==> src/rtl/lin_sup_pkg.sv <==
package lin_sup_pkg;

  typedef enum logic [1:0] {
    FC_NONE = 2'b00,
    FC_TSD  = 2'b01,
    FC_TXD  = 2'b10,
    FC_BUS  = 2'b11
  } fault_code_e;

  // mode bit 1 set = normal (transmitting) mode
  function automatic logic mode_is_normal(input logic [1:0] mode);
    return mode[1];
  endfunction

  // thermal > bus dominant > txd dominant
  function automatic fault_code_e pick_fault(input logic tsd, input logic bus_to,
                                             input logic txd_to);
    if (tsd)         return FC_TSD;
    else if (bus_to) return FC_BUS;
    else if (txd_to) return FC_TXD;
    else             return FC_NONE;
  endfunction

endpackage

==> src/rtl/lin_dom_timer.sv <==
module lin_dom_timer #(
  parameter int unsigned LIMIT = 2000
) (
  input  logic clk_i,
  input  logic rst_ni,
  input  logic arm_i,
  input  logic dom_i,
  output logic to_o
);
  localparam int unsigned CW = (LIMIT < 2) ? 1 : $clog2(LIMIT);

  logic [CW-1:0] cnt_q;
  logic          to_q;

  always_ff @(posedge clk_i or negedge rst_ni) begin
    if (!rst_ni) begin
      cnt_q <= '0;
      to_q  <= 1'b0;
    end else if (to_q) begin
      cnt_q <= '0;
      if (!dom_i || !arm_i) to_q <= 1'b0;
    end else if (arm_i && dom_i) begin
      if (cnt_q == CW'(LIMIT - 1)) begin
        to_q  <= 1'b1;
        cnt_q <= '0;
      end else begin
        cnt_q <= cnt_q + 1'b1;
      end
    end else begin
      cnt_q <= '0;
    end
  end

  assign to_o = to_q;

  // a timeout only trips on an armed dominant sample
  assert_trip_needs_dom_R3: assert property (@(posedge clk_i) disable iff (!rst_ni)
    $rose(to_q) |-> $past(dom_i && arm_i));

  // recessive level or disarm releases the timeout
  assert_release_R6: assert property (@(posedge clk_i) disable iff (!rst_ni)
    (to_q && (!dom_i || !arm_i)) |=> !to_q);

endmodule

==> src/rtl/lin_tx_recovery.sv <==
module lin_tx_recovery #(
  parameter int unsigned EN_CYC = 100
) (
  input  logic clk_i,
  input  logic rst_ni,
  input  logic fault_i,
  input  logic txd_i,
  output logic tx_en_o
);
  localparam int unsigned CW = (EN_CYC < 2) ? 1 : $clog2(EN_CYC);

  logic [CW-1:0] cnt_q;
  logic          pend_q;

  always_ff @(posedge clk_i or negedge rst_ni) begin
    if (!rst_ni) begin
      pend_q <= 1'b0;
      cnt_q  <= '0;
    end else if (fault_i) begin
      pend_q <= 1'b1;
      cnt_q  <= '0;
    end else if (pend_q) begin
      if (!txd_i) begin
        cnt_q <= '0;
      end else if (cnt_q == CW'(EN_CYC - 1)) begin
        pend_q <= 1'b0;
        cnt_q  <= '0;
      end else begin
        cnt_q <= cnt_q + 1'b1;
      end
    end
  end

  assign tx_en_o = !fault_i && !pend_q;

  // re-enable only on a recessive transmit sample
  assert_en_after_high_R9: assert property (@(posedge clk_i) disable iff (!rst_ni)
    $rose(tx_en_o) |-> $past(txd_i));

  // a low transmit input keeps a pending channel disabled
  assert_low_blocks_R9: assert property (@(posedge clk_i) disable iff (!rst_ni)
    (pend_q && !txd_i) |=> !tx_en_o);

endmodule

==> src/rtl/lin_fault_latch.sv <==
module lin_fault_latch
  import lin_sup_pkg::*;
(
  input  logic        clk_i,
  input  logic        rst_ni,
  input  logic        rd_i,
  input  fault_code_e ev_i,
  output logic [1:0]  code_o
);
  fault_code_e code_q;

  always_ff @(posedge clk_i or negedge rst_ni) begin
    if (!rst_ni)                             code_q <= FC_NONE;
    else if (rd_i)                           code_q <= FC_NONE;
    else if (code_q == FC_NONE && ev_i != FC_NONE) code_q <= ev_i;
  end

  assign code_o = code_q;

  // first code held until read
  assert_code_hold_R11: assert property (@(posedge clk_i) disable iff (!rst_ni)
    (code_q != FC_NONE && !rd_i) |=> $stable(code_q));

  // read clears
  assert_read_clear_R10: assert property (@(posedge clk_i) disable iff (!rst_ni)
    rd_i |=> (code_q == FC_NONE));

endmodule

==> src/rtl/lin_tx_supervisor.sv <==
module lin_tx_supervisor
  import lin_sup_pkg::*;
#(
  parameter int unsigned NUM_CH     = 3,
  parameter int unsigned TXD_TO_CYC = 2000,
  parameter int unsigned BUS_TO_CYC = 2000,
  parameter int unsigned TXD_EN_CYC = 100
) (
  input  logic                  clk_i,
  input  logic                  rst_ni,
  input  logic [NUM_CH-1:0]     txd_i,
  input  logic [NUM_CH-1:0]     bus_i,
  input  logic [NUM_CH-1:0]     tsd_i,
  input  logic [NUM_CH-1:0]     uv_i,
  input  logic [2*NUM_CH-1:0]   mode_i,
  input  logic                  rd_i,
  output logic [2*NUM_CH+1:0]   status_o,
  output logic                  tsd_flag_o,
  output logic [NUM_CH-1:0]     tx_en_o
);
  localparam int unsigned STAT_W = 2 * NUM_CH + 2;

  logic [2*NUM_CH-1:0] code_w;
  logic                tsd_flag_q;

  for (genvar k = 0; k < NUM_CH; k++) begin : g_ch
    logic        arm;
    logic        txd_to;
    logic        bus_to;
    logic        fault;
    fault_code_e ev;

    assign arm   = mode_is_normal(mode_i[2*k +: 2]);
    assign fault = tsd_i[k] | uv_i[k] | txd_to | bus_to;
    assign ev    = pick_fault(tsd_i[k], bus_to, txd_to);

    lin_dom_timer #(.LIMIT(TXD_TO_CYC)) u_txd_tmr (
      .clk_i  (clk_i),
      .rst_ni (rst_ni),
      .arm_i  (arm),
      .dom_i  (!txd_i[k]),
      .to_o   (txd_to)
    );

    lin_dom_timer #(.LIMIT(BUS_TO_CYC)) u_bus_tmr (
      .clk_i  (clk_i),
      .rst_ni (rst_ni),
      .arm_i  (arm),
      .dom_i  (!bus_i[k]),
      .to_o   (bus_to)
    );

    lin_tx_recovery #(.EN_CYC(TXD_EN_CYC)) u_rec (
      .clk_i   (clk_i),
      .rst_ni  (rst_ni),
      .fault_i (fault),
      .txd_i   (txd_i[k]),
      .tx_en_o (tx_en_o[k])
    );

    lin_fault_latch u_latch (
      .clk_i  (clk_i),
      .rst_ni (rst_ni),
      .rd_i   (rd_i),
      .ev_i   (ev),
      .code_o (code_w[2*k +: 2])
    );

    // thermal input gates transmitter in the same cycle
    assert_tsd_gate_R5: assert property (@(posedge clk_i) disable iff (!rst_ni)
      tsd_i[k] |-> !tx_en_o[k]);

    // undervoltage gates transmitter and latches no code of its own
    assert_uv_gate_R8: assert property (@(posedge clk_i) disable iff (!rst_ni)
      uv_i[k] |-> !tx_en_o[k]);
  end

  always_ff @(posedge clk_i or negedge rst_ni) begin
    if (!rst_ni)     tsd_flag_q <= 1'b0;
    else if (rd_i)   tsd_flag_q <= 1'b0;
    else if (|tsd_i) tsd_flag_q <= 1'b1;
  end

  always_comb begin
    status_o = '0;
    status_o[STAT_W-2:1] = code_w;
  end

  assign tsd_flag_o = tsd_flag_q;

  // global flag only rises from a channel thermal input
  assert_tsd_flag_src_R12: assert property (@(posedge clk_i) disable iff (!rst_ni)
    $rose(tsd_flag_q) |-> $past(|tsd_i));

endmodule

==> config.mk <==
export PLATFORM = sky130hd
export DESIGN_NAME = lin_tx_supervisor
export DESIGN_NICKNAME = d
export VERILOG_FILES = /design/src/rtl/lin_sup_pkg.sv /design/src/rtl/lin_dom_timer.sv /design/src/rtl/lin_tx_recovery.sv /design/src/rtl/lin_fault_latch.sv /design/src/rtl/lin_tx_supervisor.sv
export SDC_FILE = /design/constraint.sdc
export NUM_CORES = 1
export LEC_CHECK = 0
export ABC_AREA = 0
export BUFFER_PORTS_ARGS = -buffer_cell sky130_fd_sc_hd__buf_2
export CAP_MARGIN = 20
export CORE_MARGIN = 4
export CORE_UTILIZATION = 50
export CTS_BUF_LIST = sky130_fd_sc_hd__clkbuf_4 sky130_fd_sc_hd__clkbuf_8
export CTS_CLUSTER_DIAMETER = 80
export DETAILED_ROUTE_END_ITERATION = 12
export PLACE_DENSITY = 0.75
export SETUP_SLACK_MARGIN = 0.05
export SLEW_MARGIN = 10
export SYNTH_ARGS = -nofsm -noshare
export SYNTH_HDL_FRONTEND = slang
export SYNTH_HIERARCHICAL = 1
export SYNTH_SLANG_ARGS = --single-unit
==> constraint.sdc <==
create_clock -name clk_i -period 4.6 [get_ports clk_i]
set_input_delay 0.69 -clock clk_i [delete_from_list [all_inputs] [get_ports clk_i]]
set_output_delay 0.69 -clock clk_i [all_outputs]
set_load 0.005 [all_outputs]
[Word level (Yosys, flattened, before mapping)]
Cells that the tools add are included.
W data, S select, Z words.
Cells by class
  add/sub/neg operators: 9
  multiply operators: 0
  div/mod/pow operators: 0
  magnitude comparators: 0
  equal/unequal tests: 9
  shift-type cells: 0
  multiplexer cells: 83
  bitwise gates (word level): 9
  reductions and logical operators: 47
Operators with widths (count)
  $mux W11: 18
  $mux W7: 12
  $add A11 B1 Y11 const B: 6
  $eq A11 B11 Y1 const B: 6
  $mux W1: 38
  $mux W2: 15
  $add A7 B1 Y7 const B: 3
  $eq A7 B7 Y1 const B: 3
  $reduce_bool A2 Y1: 10
  $logic_not A1 Y1: 15
  $logic_and A1 B1 Y1: 12
  $or A1 B1 Y1: 9
  $logic_not A2 Y1: 3
  $logic_or A1 B1 Y1: 6
  $reduce_or A3 Y1: 1
Storage, ports and cells
  bits in registers: 103
  latch bits: 0
  RAM bits: 0
  ROM bits: 0
  bits of input ports: 21
  logic and storage cells: 179
  memories: 0

[Depth between registers and ports, before layout]
  word-level depth: 7
  mapped depth: 5

[Modules after synthesis]
The synthesis kept the hierarchy.
By module, submodules not included
  lin_dom_timer: instances 6, cells an instance 58, area an instance 616.8 µm², seq. area each 300.3 µm²
  lin_tx_recovery: instances 3, cells an instance 50, area an instance 466.7 µm², seq. area each 200.2 µm²
  lin_fault_latch: instances 3, cells an instance 8, area an instance 80.1 µm², seq. area each 50.0 µm²
  lin_tx_supervisor: instances 1, cells an instance 26, area an instance 138.9 µm², seq. area each 25.0 µm²

[Worst setup path after synthesis]
Ideal clock, no wire load.
  path kind: input port to output port
  from: input port tsd_i[0]
  to: output port tx_en_o[0]
  arrival time: 1.529 ns
  data required time: 3.910 ns
  setup slack: 2.381 ns
  stages: 4
  path buffers: 1
  cell sequence: or2_1 > or3_1 > clkbuf_1 > nor2_1
On the way
  word-level cells in the longest chain between the ends: 5
Ends and longest elaborated chain
  start: declaration: RTL line lin_tx_supervisor.sv:13  | input logic [NUM_CH-1:0] tsd_i,
  $or A1 B1 Y1 (3 in a row): RTL line lin_tx_supervisor.sv:34  | assign fault = tsd_i[k] | uv_i[k] | txd_to | bus_to;
  net g_ch[0].fault: RTL line lin_tx_supervisor.sv:30  | logic fault;
  $logic_not A1 Y1: RTL line lin_tx_recovery.sv:34  | assign tx_en_o = !fault_i && !pend_q;
  $logic_and A1 B1 Y1: RTL line lin_tx_recovery.sv:34
  end: declaration: RTL line lin_tx_supervisor.sv:19  | output logic [NUM_CH-1:0] tx_en_o
The timed path passes the listed nets, and every way through them passes these cells.

[Final worst setup path]
Ends and elaborated chain as after synthesis.

==> impl_metrics.tcl <==
set metrics [dict create \
    antenna_found_initial 0 \
    hold_viol 0 \
    clock_sinks 103 \
    drive_gt1_share_pct 15.0 \
    avgSynthCellArea_um2 10.0 \
    io_pins 33 \
    crit_type "primary input to primary output" \
    ir_drop_mv 0.185 \
    grt.overflow.total 0 \
    crit_path_start_kind "primary input" \
    timing.max_cap.violations 0 \
    final.min_clock_period_ns 2.52 \
    gp_congestion 0.781 \
    yosysSeqAreaShare_pct 47.0 \
    synthCells 548 \
    synth_ff_type "dfrtp_1" \
    clock_skew_ns 0.0121 \
    drt_wl_total_um 10600 \
    fp-row-count 37 \
    grt_pass1_vias 4312 \
    fin_nets 610 \
    clk_pin_slew_ns 0.09 \
    synth.most_common_cell "dfrtp_1" \
    crit_fanout 11 \
    numCtsBuffers 9 \
    dr.pass1.iters 4 \
    outcome "finished, final reports clean" \
    fin_crit_sh_pct 54.8 \
    p_leak_nw 2.52 \
    async_reset_ff_share_pct 100 \
    post_cts_resized 0 \
    cts_setup_buffers 0 \
    finalSetupViolations 0 \
    first_iter_violations 354 \
    min_path_type "primary input to asynchronous set/reset pin" \
    dieArea_mm2 0.0127 \
    dp.cells 705 \
    fmax_mhz 397 \
    port_buffers 27 \
    worstMarginPinSlew_ns 0.889 \
    vias 4194 \
    synth_top_cell_area_share_pct 47.0 \
    tns_ns 0 \
    grt_max_degree 70 \
    antenna_cells 0 \
    clock_latency_ns 0.38 \
    cts_hold_buf 0 \
    area_growth_pct 8.52 \
    cp.required_ns 3.91 \
    max_stage_delay_ns 0.48 \
    crit_path_end_kind "primary output" \
    fp.coreArea_mm2 0.0105 \
    drt-wirelength-per-cell_um 14.7 \
    ys_top_cells_by_area "dfrtp_1 (47%), nor2_1 (4.1%), a21oi_1 (3.8%)" \
    post-route-drc-count 0 \
    yosys.area.top_type "dfrtp_1" \
    cts_htree_levels 3 \
    crit_chain "buf_2 -> or2_1 -> or3_1 -> nor2_1 -> buf_2" \
    rsz0062_at_grt "no" \
    cts_tree "built" \
    ant_nets 0 \
    instances_no_fill 721 \
    slew_headroom_pct 40.7 \
    grt_first_pass_wirelength_um 18900 \
    hpwlAfterDp_um 7640 \
    clk_path_buf_depth 2 \
    synth-edff-count 0 \
    grt_use_total_pct 17.7 \
    crit_path_frequent_cell "buf_2" \
    cpMaxStageDelayCell "or3_1" \
    die_w_um 113 \
    synthTopCellsByCount "dfrtp_1 (103), nor2_1 (60), a21oi_1 (42), nand2_1 (35), o21ai_0 (33)" \
    cts_root_buf "clkbuf_8" \
    drv_slew 0 \
    synth_warnings 6 \
    die_h_um 113 \
    ys_ff_latch 103 \
    netlist_area_mm2 0.00548 \
    start_util_pct 52.1 \
    arrival_ns 1.83 \
    rrSetupSlack_ns 2.89 \
    powerDensity_mw_per_mm2 260 \
    viasPerCell 5.82 \
    yosysUniqueCellTypes 40 \
]
through the flow:
step                util [%]  hold WS, ns  worst slack [ns]  cell area (um^2)  power [mW]
finish                  56.6        0.415              2.08              5950        1.54
CTS                     56.6        0.437              2.07              5950        1.57
global placement        54.8        0.483              2.10              5760        1.02
floorplan                  -        0.394              2.38              5480       0.977
global route            56.6        0.475              1.96              5950        1.62
detailed placement      54.8        0.495              2.07              5760        1.02
worst max-delay path: cells and delay by family:
| kind | cells | cell delay, ns |
|---|---|---|
| simple gates | 3 | 0.87 |
| buf+inv | 2 | 0.27 |
logic make-up (layout without fill, tap and decap cells):
kind of cell | after synthesis | count (layout) | synth area share (%)
adder cells (fa/ha/maj) | 9 | 9 | 2.05
AO/OA/AOI/OAI | 123 | 123 | 15.1
other | 1 | 2 | 0.0684
AND/OR/NAND/NOR | 247 | 247 | 28.0
multiplexers | 12 | 12 | 2.19
flip-flops | 103 | 103 | 47.0
buffers and inverters | 35 | 71 | 2.60
XOR/XNOR | 18 | 18 | 2.88
metal layers:
layer	up-vias	GRT usage (%)	share of wire, %
li1	2053	-	-
met1	2068	21.1	44
met2	59	31.5	52
met3	14	5.13	3.5
met4	0	4.09	1.2
met5	-	0	0
registers in the layout, indices dropped and copies added (netlist names):
register              flops
g_ch.u_txd_tmr/cnt_q     33
g_ch.u_bus_tmr/cnt_q     33
g_ch.u_latch/code_o       6
g_ch.u_bus_tmr/to_o       3
g_ch.u_txd_tmr/to_o       3
tsd_flag_o                1
g_ch.u_rec/pend_q         3
g_ch.u_rec/cnt_q         21
cell type report:
class	instances	area, um^2
Fill cell	897	4560
Multi-Input combinational cell	411	2760
Sequential cell	103	2580
Tap cell	136	170
Clock buffer	12	159
Timing Repair Buffer	28	145
Inverter	27	101
Clock inverter	4	30.0
power by group:
| group | switching (mW) | leakage (nW) | internal (mW) |
|---|---|---|---|
| clock | 0.310 | 0.0960 | 0.234 |
| combinational | 0.0544 | 1.02 | 0.0252 |
| sequential | 0.00871 | 1.41 | 0.913 |
cells in the final DEF, fill, tap and decap left out, types with 2 or more instances in the layout:
master / instances
dfrtp_1: 103
nor2_1: 60
a21oi_1: 42
nand2_1: 35
o21ai_0: 33
inv_1: 27
buf_2: 26
nand3_1: 21
o31ai_1: 18
or4_1: 18
nand3b_1: 15
or3_1: 13
nand4_2: 12
xnor2_1: 12
nor2b_1: 12
mux2i_1: 12
clkbuf_8: 11
or3_2: 9
a31oi_1: 9
ha_1: 9
nand2b_1: 9
nand3_4: 6
or3b_2: 6
and3b_1: 6
o31ai_4: 6
xor2_1: 6
nor3_1: 6
o211a_1: 6
a2bb2oi_1: 6
nand4bb_1: 3
a21o_1: 3
and3_1: 3
and2b_2: 3
and2b_1: 3
or4b_1: 3
or2_2: 2
conb_1: 2
clkinv_4: 2
buf_4: 2
final timing paths:
path                       depth (start not counted)                                    to                            startpoint
setup / recovery                                   5                            tx_en_o[0]                              tsd_i[0]
setup reg to reg                                   5    g_ch[0].u_rec/cnt_q[0]$_DFFE_PN0N_    g_ch[0].u_rec/cnt_q[0]$_DFFE_PN0N_
hold reg to reg                                    1  g_ch[2].u_txd_tmr/cnt_q[0]$_DFF_PN0_  g_ch[2].u_txd_tmr/cnt_q[0]$_DFF_PN0_
hold / removal                                     1    g_ch[0].u_rec/cnt_q[0]$_DFFE_PN0N_                                rst_ni
max in group asynchronous                          2  g_ch[0].u_txd_tmr/cnt_q[4]$_DFF_PN0_                                rst_ni
min in group clk_i                                 1  g_ch[2].u_txd_tmr/cnt_q[0]$_DFF_PN0_  g_ch[2].u_txd_tmr/cnt_q[0]$_DFF_PN0_
(Power assumes the default switching activity.)
